===== config.mk =====
export PLATFORM = sky130hd
export DESIGN_NAME = scanline_irq_unit
export DESIGN_NICKNAME = d
export VERILOG_FILES = /design/src/rtl/scnt_pkg.sv /design/src/rtl/scnt_m2_filter.sv /design/src/rtl/scnt_a12_divider.sv /design/src/rtl/scnt_core.sv /design/src/rtl/scanline_irq_unit.sv
export SDC_FILE = /design/constraint.sdc
export NUM_CORES = 1
export LEC_CHECK = 0
export ABC_CLOCK_PERIOD_IN_PS = 1100
export CELL_PAD_IN_SITES_DETAIL_PLACEMENT = 0
export CELL_PAD_IN_SITES_GLOBAL_PLACEMENT = 1
export CORE_ASPECT_RATIO = 0.5
export CORE_MARGIN = 8
export CORE_UTILIZATION = 43
export DETAILED_ROUTE_END_ITERATION = 7
export PLACE_DENSITY = 0.84
export SETUP_SLACK_MARGIN = 0.02
export SYNTH_ARGS = -nofsm -noshare
export SYNTH_HDL_FRONTEND = slang
export SYNTH_SLANG_ARGS = --single-unit

===== constraint.sdc =====
create_clock -name clk -period 1.1 [get_ports clk]
set_input_delay 0.22 -clock clk [delete_from_list [all_inputs] [get_ports clk]]
set_output_delay 0.22 -clock clk [all_outputs]
set_load 0.1 [all_outputs]

===== src/rtl/scnt_pkg.sv =====
package scnt_pkg;

  typedef enum logic [1:0] {
    SEL_RELOAD_VAL = 2'd0,
    SEL_RELOAD_REQ = 2'd1,
    SEL_IRQ_OFF    = 2'd2,
    SEL_IRQ_ON     = 2'd3
  } reg_sel_e;

endpackage


===== src/rtl/scnt_m2_filter.sv =====
// Qualifies A12 rising edges by the number of M2 rising edges seen while A12 was low.
module scnt_m2_filter #(
  parameter int M2_LOW_MIN = 2
) (
  input  logic clk,
  input  logic rst_sn,
  input  logic a12_i,
  input  logic m2_i,
  output logic tick_o
);
  localparam int LW = $clog2(M2_LOW_MIN + 1);
  localparam logic [LW-1:0] LOW_MAX = LW'(M2_LOW_MIN);

  logic          a12_q, a12_d;
  logic          m2_q, m2_d;
  logic [LW-1:0] low_q, low_d;
  logic          tick_q, tick_d;
  logic          m2_rise, a12_rise;

  assign m2_rise  = m2_i & ~m2_q;
  assign a12_rise = a12_i & ~a12_q;

  always_comb begin
    a12_d  = a12_i;
    m2_d   = m2_i;
    low_d  = low_q;
    tick_d = a12_rise && (low_q == LOW_MAX);
    if (a12_i) begin
      low_d = '0;
    end else if (m2_rise && (low_q != LOW_MAX)) begin
      low_d = low_q + 1'b1;
    end
  end

  always_ff @(posedge clk or negedge rst_sn) begin
    if (!rst_sn) begin
      a12_q  <= 1'b0;
      m2_q   <= 1'b0;
      low_q  <= '0;
      tick_q <= 1'b0;
    end else begin
      a12_q  <= a12_d;
      m2_q   <= m2_d;
      low_q  <= low_d;
      tick_q <= tick_d;
    end
  end

  assign tick_o = tick_q;

  a_r4_low_saturates: assert property (@(posedge clk) disable iff (!rst_sn)
    low_q <= LOW_MAX);
  a_r4_clear_on_high: assert property (@(posedge clk) disable iff (!rst_sn)
    a12_i |=> (low_q == '0));
  a_r2_single_tick: assert property (@(posedge clk) disable iff (!rst_sn)
    tick_q |=> !tick_q);
  a_r3_tick_after_low: assert property (@(posedge clk) disable iff (!rst_sn)
    tick_q |-> a12_q);

endmodule


===== src/rtl/scnt_a12_divider.sv =====
// Divides raw A12 falling edges by PRESCALE.
module scnt_a12_divider #(
  parameter int PRESCALE = 8
) (
  input  logic clk,
  input  logic rst_sn,
  input  logic a12_i,
  output logic tick_o
);
  localparam int PW = (PRESCALE > 2) ? $clog2(PRESCALE) : 1;
  localparam logic [PW-1:0] DIV_LAST = PW'(PRESCALE - 1);

  logic          a12_q, a12_d;
  logic [PW-1:0] div_q, div_d;
  logic          tick_q, tick_d;
  logic          a12_fall;

  assign a12_fall = a12_q & ~a12_i;

  always_comb begin
    a12_d  = a12_i;
    div_d  = div_q;
    tick_d = 1'b0;
    if (a12_fall) begin
      if (div_q == DIV_LAST) begin
        div_d  = '0;
        tick_d = 1'b1;
      end else begin
        div_d = div_q + 1'b1;
      end
    end
  end

  always_ff @(posedge clk or negedge rst_sn) begin
    if (!rst_sn) begin
      a12_q  <= 1'b0;
      div_q  <= '0;
      tick_q <= 1'b0;
    end else begin
      a12_q  <= a12_d;
      div_q  <= div_d;
      tick_q <= tick_d;
    end
  end

  assign tick_o = tick_q;

  a_r11_div_in_range: assert property (@(posedge clk) disable iff (!rst_sn)
    div_q <= DIV_LAST);
  a_r11_single_tick: assert property (@(posedge clk) disable iff (!rst_sn)
    tick_q |=> !tick_q);
  a_r11_tick_wraps: assert property (@(posedge clk) disable iff (!rst_sn)
    tick_q |-> (div_q == '0));

endmodule


===== src/rtl/scnt_core.sv =====
// Reload/decrement counter, interrupt enable and pending flag.
module scnt_core
  import scnt_pkg::*;
#(
  parameter int CNT_W = 8
) (
  input  logic             clk,
  input  logic             rst_sn,
  input  logic             tick_i,
  input  logic             wr_en_i,
  input  logic [1:0]       wr_sel_i,
  input  logic [CNT_W-1:0] wr_data_i,
  output logic             irq_o
);
  logic [CNT_W-1:0] cnt_q, cnt_d;
  logic [CNT_W-1:0] rld_q, rld_d;
  logic             pend_q, pend_d;
  logic             en_q, en_d;
  logic             irq_q, irq_d;
  logic [CNT_W-1:0] cnt_step;
  logic             wr_rld, wr_req, wr_off, wr_on;

  assign wr_rld = wr_en_i && (reg_sel_e'(wr_sel_i) == SEL_RELOAD_VAL);
  assign wr_req = wr_en_i && (reg_sel_e'(wr_sel_i) == SEL_RELOAD_REQ);
  assign wr_off = wr_en_i && (reg_sel_e'(wr_sel_i) == SEL_IRQ_OFF);
  assign wr_on  = wr_en_i && (reg_sel_e'(wr_sel_i) == SEL_IRQ_ON);

  always_comb begin
    if ((cnt_q == '0) || pend_q) begin
      cnt_step = rld_q;
    end else begin
      cnt_step = cnt_q - 1'b1;
    end
  end

  always_comb begin
    cnt_d  = cnt_q;
    rld_d  = rld_q;
    pend_d = pend_q;
    en_d   = en_q;
    irq_d  = irq_q;
    if (tick_i) begin
      cnt_d  = cnt_step;
      pend_d = 1'b0;
      if ((cnt_step == '0) && en_q) begin
        irq_d = 1'b1;
      end
    end
    if (wr_rld) begin
      rld_d = wr_data_i;
    end
    if (wr_req) begin
      cnt_d  = '0;
      pend_d = 1'b1;
    end
    if (wr_off) begin
      en_d  = 1'b0;
      irq_d = 1'b0;
    end
    if (wr_on) begin
      en_d = 1'b1;
    end
  end

  always_ff @(posedge clk or negedge rst_sn) begin
    if (!rst_sn) begin
      cnt_q  <= '0;
      rld_q  <= '0;
      pend_q <= 1'b0;
      en_q   <= 1'b0;
      irq_q  <= 1'b0;
    end else begin
      cnt_q  <= cnt_d;
      rld_q  <= rld_d;
      pend_q <= pend_d;
      en_q   <= en_d;
      irq_q  <= irq_d;
    end
  end

  assign irq_o = irq_q;

  a_r8_irq_holds: assert property (@(posedge clk) disable iff (!rst_sn)
    (irq_q && !wr_off) |=> irq_q);
  a_r9_off_clears: assert property (@(posedge clk) disable iff (!rst_sn)
    wr_off |=> (!irq_q && !en_q));
  a_r8_rise_at_zero: assert property (@(posedge clk) disable iff (!rst_sn)
    $rose(irq_q) |-> ((cnt_q == '0) && en_q));
  a_r7_rise_needs_tick: assert property (@(posedge clk) disable iff (!rst_sn)
    $rose(irq_q) |-> $past(tick_i));
  a_r6_request_zeroes: assert property (@(posedge clk) disable iff (!rst_sn)
    (wr_req && !tick_i) |=> ((cnt_q == '0) && pend_q));

endmodule


===== src/rtl/scanline_irq_unit.sv =====
module scanline_irq_unit #(
  parameter bit USE_PRESCALE = 1'b0,
  parameter int CNT_W        = 8,
  parameter int M2_LOW_MIN   = 2,
  parameter int PRESCALE     = 8
) (
  input  logic             clk,
  input  logic             rst_n,
  input  logic             a12_i,
  input  logic             m2_i,
  input  logic             wr_en_i,
  input  logic [1:0]       wr_sel_i,
  input  logic [CNT_W-1:0] wr_data_i,
  output logic             irq_n_o
);
  logic [1:0] rst_pipe_q;
  logic       rst_sn;
  logic       tick;
  logic       irq;

  always_ff @(posedge clk or negedge rst_n) begin
    if (!rst_n) begin
      rst_pipe_q <= 2'b00;
    end else begin
      rst_pipe_q <= {rst_pipe_q[0], 1'b1};
    end
  end
  assign rst_sn = rst_pipe_q[1];

  generate
    if (USE_PRESCALE) begin : g_div
      scnt_a12_divider #(.PRESCALE(PRESCALE)) u_div (
        .clk    (clk),
        .rst_sn (rst_sn),
        .a12_i  (a12_i),
        .tick_o (tick)
      );
    end else begin : g_filt
      scnt_m2_filter #(.M2_LOW_MIN(M2_LOW_MIN)) u_filt (
        .clk    (clk),
        .rst_sn (rst_sn),
        .a12_i  (a12_i),
        .m2_i   (m2_i),
        .tick_o (tick)
      );
    end
  endgenerate

  scnt_core #(.CNT_W(CNT_W)) u_core (
    .clk       (clk),
    .rst_sn    (rst_sn),
    .tick_i    (tick),
    .wr_en_i   (wr_en_i),
    .wr_sel_i  (wr_sel_i),
    .wr_data_i (wr_data_i),
    .irq_o     (irq)
  );

  assign irq_n_o = ~irq;

  a_r1_reset_idle: assert property (@(posedge clk)
    (!rst_sn) |-> irq_n_o);

endmodule


==> impl_summary.txt, run 1 <==
----------------------------------------------------
[Critical path]
  Category of the most critical setup path ... reg2reg
  Endpoint type of the worst setup path ... flip-flop
  Critical-path maximum fanout ... 3
  Sort of element at the start of the critical path ... flip-flop
  Worst endpoint required time ... 1.31 ns
  Data arrival, critical path ... 1.93 ns

[Synth]
  Share of async-settable or async-resettable flops after synthesis ... 1.000
  Netlist area before placement ... 0.001348 mm^2
  Synthesized instance count ... 126
  Mean post-synth cell area ... 10.69 um^2
  Post-Synthesis Net Count ... 144
  EDFF count, synth ... 0
  Count of yosys warnings during synthesis ... 0
  Number of distinct library cells after synthesis ... 42
  Share of synthesized area occupied by flip-flops and latches ... 0.4828
  Most instantiated flip-flop cell in the synthesis netlist ... sky130_fd_sc_hd__dfrtp_1
  Total of flip-flops plus latches after synthesis ... 26

[Layout]
  Number of antenna diodes ... 0
  Util after Layout ... 0.6671
  Synth-to-layout area growth ... 48.28%
  Nets ... 196
  Proportion of layout cells with a drive suffix above 1 ... 0.4407

[Route]
  Remaining routing DRC violations ... 0
  Routed wire length ... 3306 um
  Number of nets still failing antenna checks after routing ... 0
  Post-DR wirelength/cell ... 15.24 um
  Detailed-route vias per instance ... 5.226
  Number of search-and-repair iterations in the first detailed-routing pass ... 4
  Initial DRC count ... 67
  Count of vias placed by the detailed router ... 1134

[Placed design]
  Final weighted congestion in routability-driven placement ... 0.8956
  Detail Placement HPWL ... 2361 um
  Count of input and output buffers ... 15
  DP Worst Slack ... -0.6558 ns

[Clock network]
  CTS Hold Bufs ... 0
  Clock tree root buffer cell ... sky130_fd_sc_hd__clkbuf_8
  Clock slew at reported path FFs ... 0.09 ns
  TritonCTS buffer count ... 3
  CTS tree ... yes
  Insertion delay to the later sink of the worst-skew pair ... 0.27 ns
  Bufs on Longest Clock Path ... 2
  Total number of clock tree sinks ... 26
  H-tree lvl count ... 1

[Timing]
  Number of failing setup endpoints in the final timing report ... 12
  Final worst-path cycle share ... 1.560
  Maximum operating frequency ... 0.5826 GHz
  Setup repair after global routing missed its margin ... true
  Final-report max-slew violation count ... 0
  Max Clock Skew ... 0.005866 ns
  Final-report hold violation count ... 0
  Final Worst Setup Slack ... -0.6164 ns
  Time the final worst path needs with I/O delays and setup ... 1.716 ns

[Pwr]
  Lkg Pwr ... 0.8743 nW
  Cell Pwr Density ... 1355 mW/mm^2
  Worst vdd rail ir drop ... 971.4 uV

[Global route]
  Initial antenna violation count ... 0
  Global-route total usage across every layer ... 0.1343
  Global-route congestion overflow total ... 0
  Maximum number of pins on one net before global-route repair ... 25
  Via count of the first global-routing pass ... 1205
  Global-route wire length before repair ... 5802 um

[Die]
  Effective utilization at floorplan ... 0.4499
  Die H ... 55.59 um
  Area of the die ... 0.005290 mm^2
  Cell Rows ... 14
  Die Span X ... 95.17 um
  Core region area ... 0.002995 mm^2
  Number of placed I/O pins ... 16

[Run status]
  Failing checks ... negative setup slack
  Run status ... finished, violations left

[Flow run]
  Max-cap violations ... 0

[Worst hold path]
  Class of the tightest hold or removal check ... in2async

----------------------------------------------------
layer usage:
metal | wire (um) | vias up | track usage
met1 | 1563 | 542 | 0.1918
met5 | 0 | - | 0
met4 | 29 | 0 | 0.02423
met3 | 228 | 4 | 0.03499
li1 | - | 550 | -
met2 | 1484 | 38 | 0.1975
placed cells by master, fill, tap and decap left out, types with 2 or more instances in the layout:
master,Yosys,final
sky130_fd_sc_hd__a21oi_1,7,3
sky130_fd_sc_hd__buf_4,0,35
sky130_fd_sc_hd__nor3_1,4,3
sky130_fd_sc_hd__nor3b_4,0,3
sky130_fd_sc_hd__mux2i_1,3,3
sky130_fd_sc_hd__o21ai_2,0,2
sky130_fd_sc_hd__clkbuf_8,0,3
sky130_fd_sc_hd__nor2_2,0,2
sky130_fd_sc_hd__inv_2,0,3
sky130_fd_sc_hd__o21ai_1,1,2
sky130_fd_sc_hd__mux2_2,9,9
sky130_fd_sc_hd__inv_1,6,2
sky130_fd_sc_hd__clkdlybuf4s15_1,0,2
sky130_fd_sc_hd__xnor2_1,2,2
sky130_fd_sc_hd__a211oi_1,4,3
sky130_fd_sc_hd__a21oi_2,0,4
sky130_fd_sc_hd__dfrtp_1,26,26
sky130_fd_sc_hd__nand2_1,7,7
sky130_fd_sc_hd__nor2_1,16,14
sky130_fd_sc_hd__o21ai_0,5,2
sky130_fd_sc_hd__xor2_1,2,2
sky130_fd_sc_hd__clkdlybuf4s50_1,0,11
sky130_fd_sc_hd__ha_4,0,2
sky130_fd_sc_hd__buf_12,0,2
where the power goes:
group	internal (mW)	total [mW]	switching [mW]
registers	1.05	1.14	0.0880
logic	0.446	0.781	0.335
clock network	0.487	0.787	0.300
sequential cells by signal (all words and copies together), names as in the netlist:
name                  count
u_core.cnt_q              8
u_core.rld_q              8
g_filt.u_filt.low_q       2
rst_pipe_q                2
g_filt.u_filt.a12_q       1
g_filt.u_filt.m2_q        1
g_filt.u_filt.tick_o      1
u_core.en_q               1
u_core.irq_o              1
u_core.pend_q             1
cells by family (layout without fill, tap and decap cells):
| kind of cell | after synthesis | count (layout) | synth area share |
|---|---|---|---|
| adders and majority gates | 3 | 3 | 0.02786 |
| DFF | 26 | 26 | 0.4828 |
| buffers and inverters | 11 | 62 | 0.04548 |
| other | 1 | 1 | 0.002783 |
| xor gates and xnor gates | 4 | 4 | 0.02600 |
| muxes | 12 | 12 | 0.09750 |
| AOI/OAI and AO/OA | 29 | 29 | 0.1523 |
| and+or+nand+nor | 40 | 40 | 0.1653 |
worst paths after layout:
path / from / end / slack (ns) / cells after the start
worst max-delay path: u_core.cnt_q[0] / u_core.irq_o / -0.62 / 8
worst min-delay path: rst_n / rst_pipe_q[0] / 0.10 / 1
worst max register to register: u_core.cnt_q[0] / u_core.irq_o / -0.62 / 8
worst min register to register: rst_pipe_q[1] / u_core.cnt_q[0] / 0.22 / 1
max in group asynchronous: rst_pipe_q[1] / u_core.rld_q[2] / 0.65 / 1
min in group clk: rst_pipe_q[0] / rst_pipe_q[1] / 0.36 / 0
worst max-delay path, cell delays in order (launching register included):
cell,delay [ns]
sky130_fd_sc_hd__dfrtp_1,0.38
sky130_fd_sc_hd__inv_2,0.07
sky130_fd_sc_hd__ha_2,0.18
sky130_fd_sc_hd__and2b_2,0.20
sky130_fd_sc_hd__xor2_1,0.15
sky130_fd_sc_hd__nor3_1,0.19
sky130_fd_sc_hd__o2111ai_2,0.14
sky130_fd_sc_hd__nor3_2,0.14
sky130_fd_sc_hd__o221a_1,0.20
Yosys cell counts (all sizes together), types with 2 or more instances:
library cell,number,area share
a211oi,4,0.022
nor3,4,0.015
nor2,16,0.045
a21o,2,0.017
xor2,2,0.013
nor2b,2,0.0093
mux2,9,0.075
nand2,7,0.020
xnor2,2,0.013
buf,4,0.026
ha,3,0.028
a21oi,7,0.026
dfrtp,26,0.48
inv,6,0.017
mux2i,3,0.022
o21ai,6,0.022
nor3b,4,0.030
layout make-up:
class	instances	area, um^2
fillers	209	997.2
multi-input cells	89	747.0
flip-flops and latches	26	650.6
repair buffers	52	452.9
well taps	40	50.05
clock buffers	3	41.29
clock inverters	1	30.03
inverters	6	26.28
stage by stage:
stage	cell area (um^2)	TNS, ns	std cells	power, mW	hold WS, ns
after floorplan	1383	-3.826	126	1.502	-0.07559
after global placement	1792	-9.627	206	1.802	0.2277
after detailed placement	1792	-10.37	206	1.816	0.2298
after CTS	1936	-4.862	214	2.671	0.09520
after global routing	1998	-6.136	217	2.848	0.09774
final	1998	-5.104	217	2.707	0.1008
repair_timing:
| action | CTS | global route |
|---|---|---|
| resized for setup | 13 | 14 |
| setup endpoints to repair | 22 | 17 |
| buffers inserted | 4 | 3 |
| pin swaps | 9 | 8 |
| gates cloned | 0 | 0 |
Note: power is estimated with default switching activity, not from simulation.
==> run 2: changes to the inputs <==
- CAP_MARGIN: default -> 20
==> results of run 2 <==
Same layout as run 1: the final DEF is identical, and so are final timing and power.
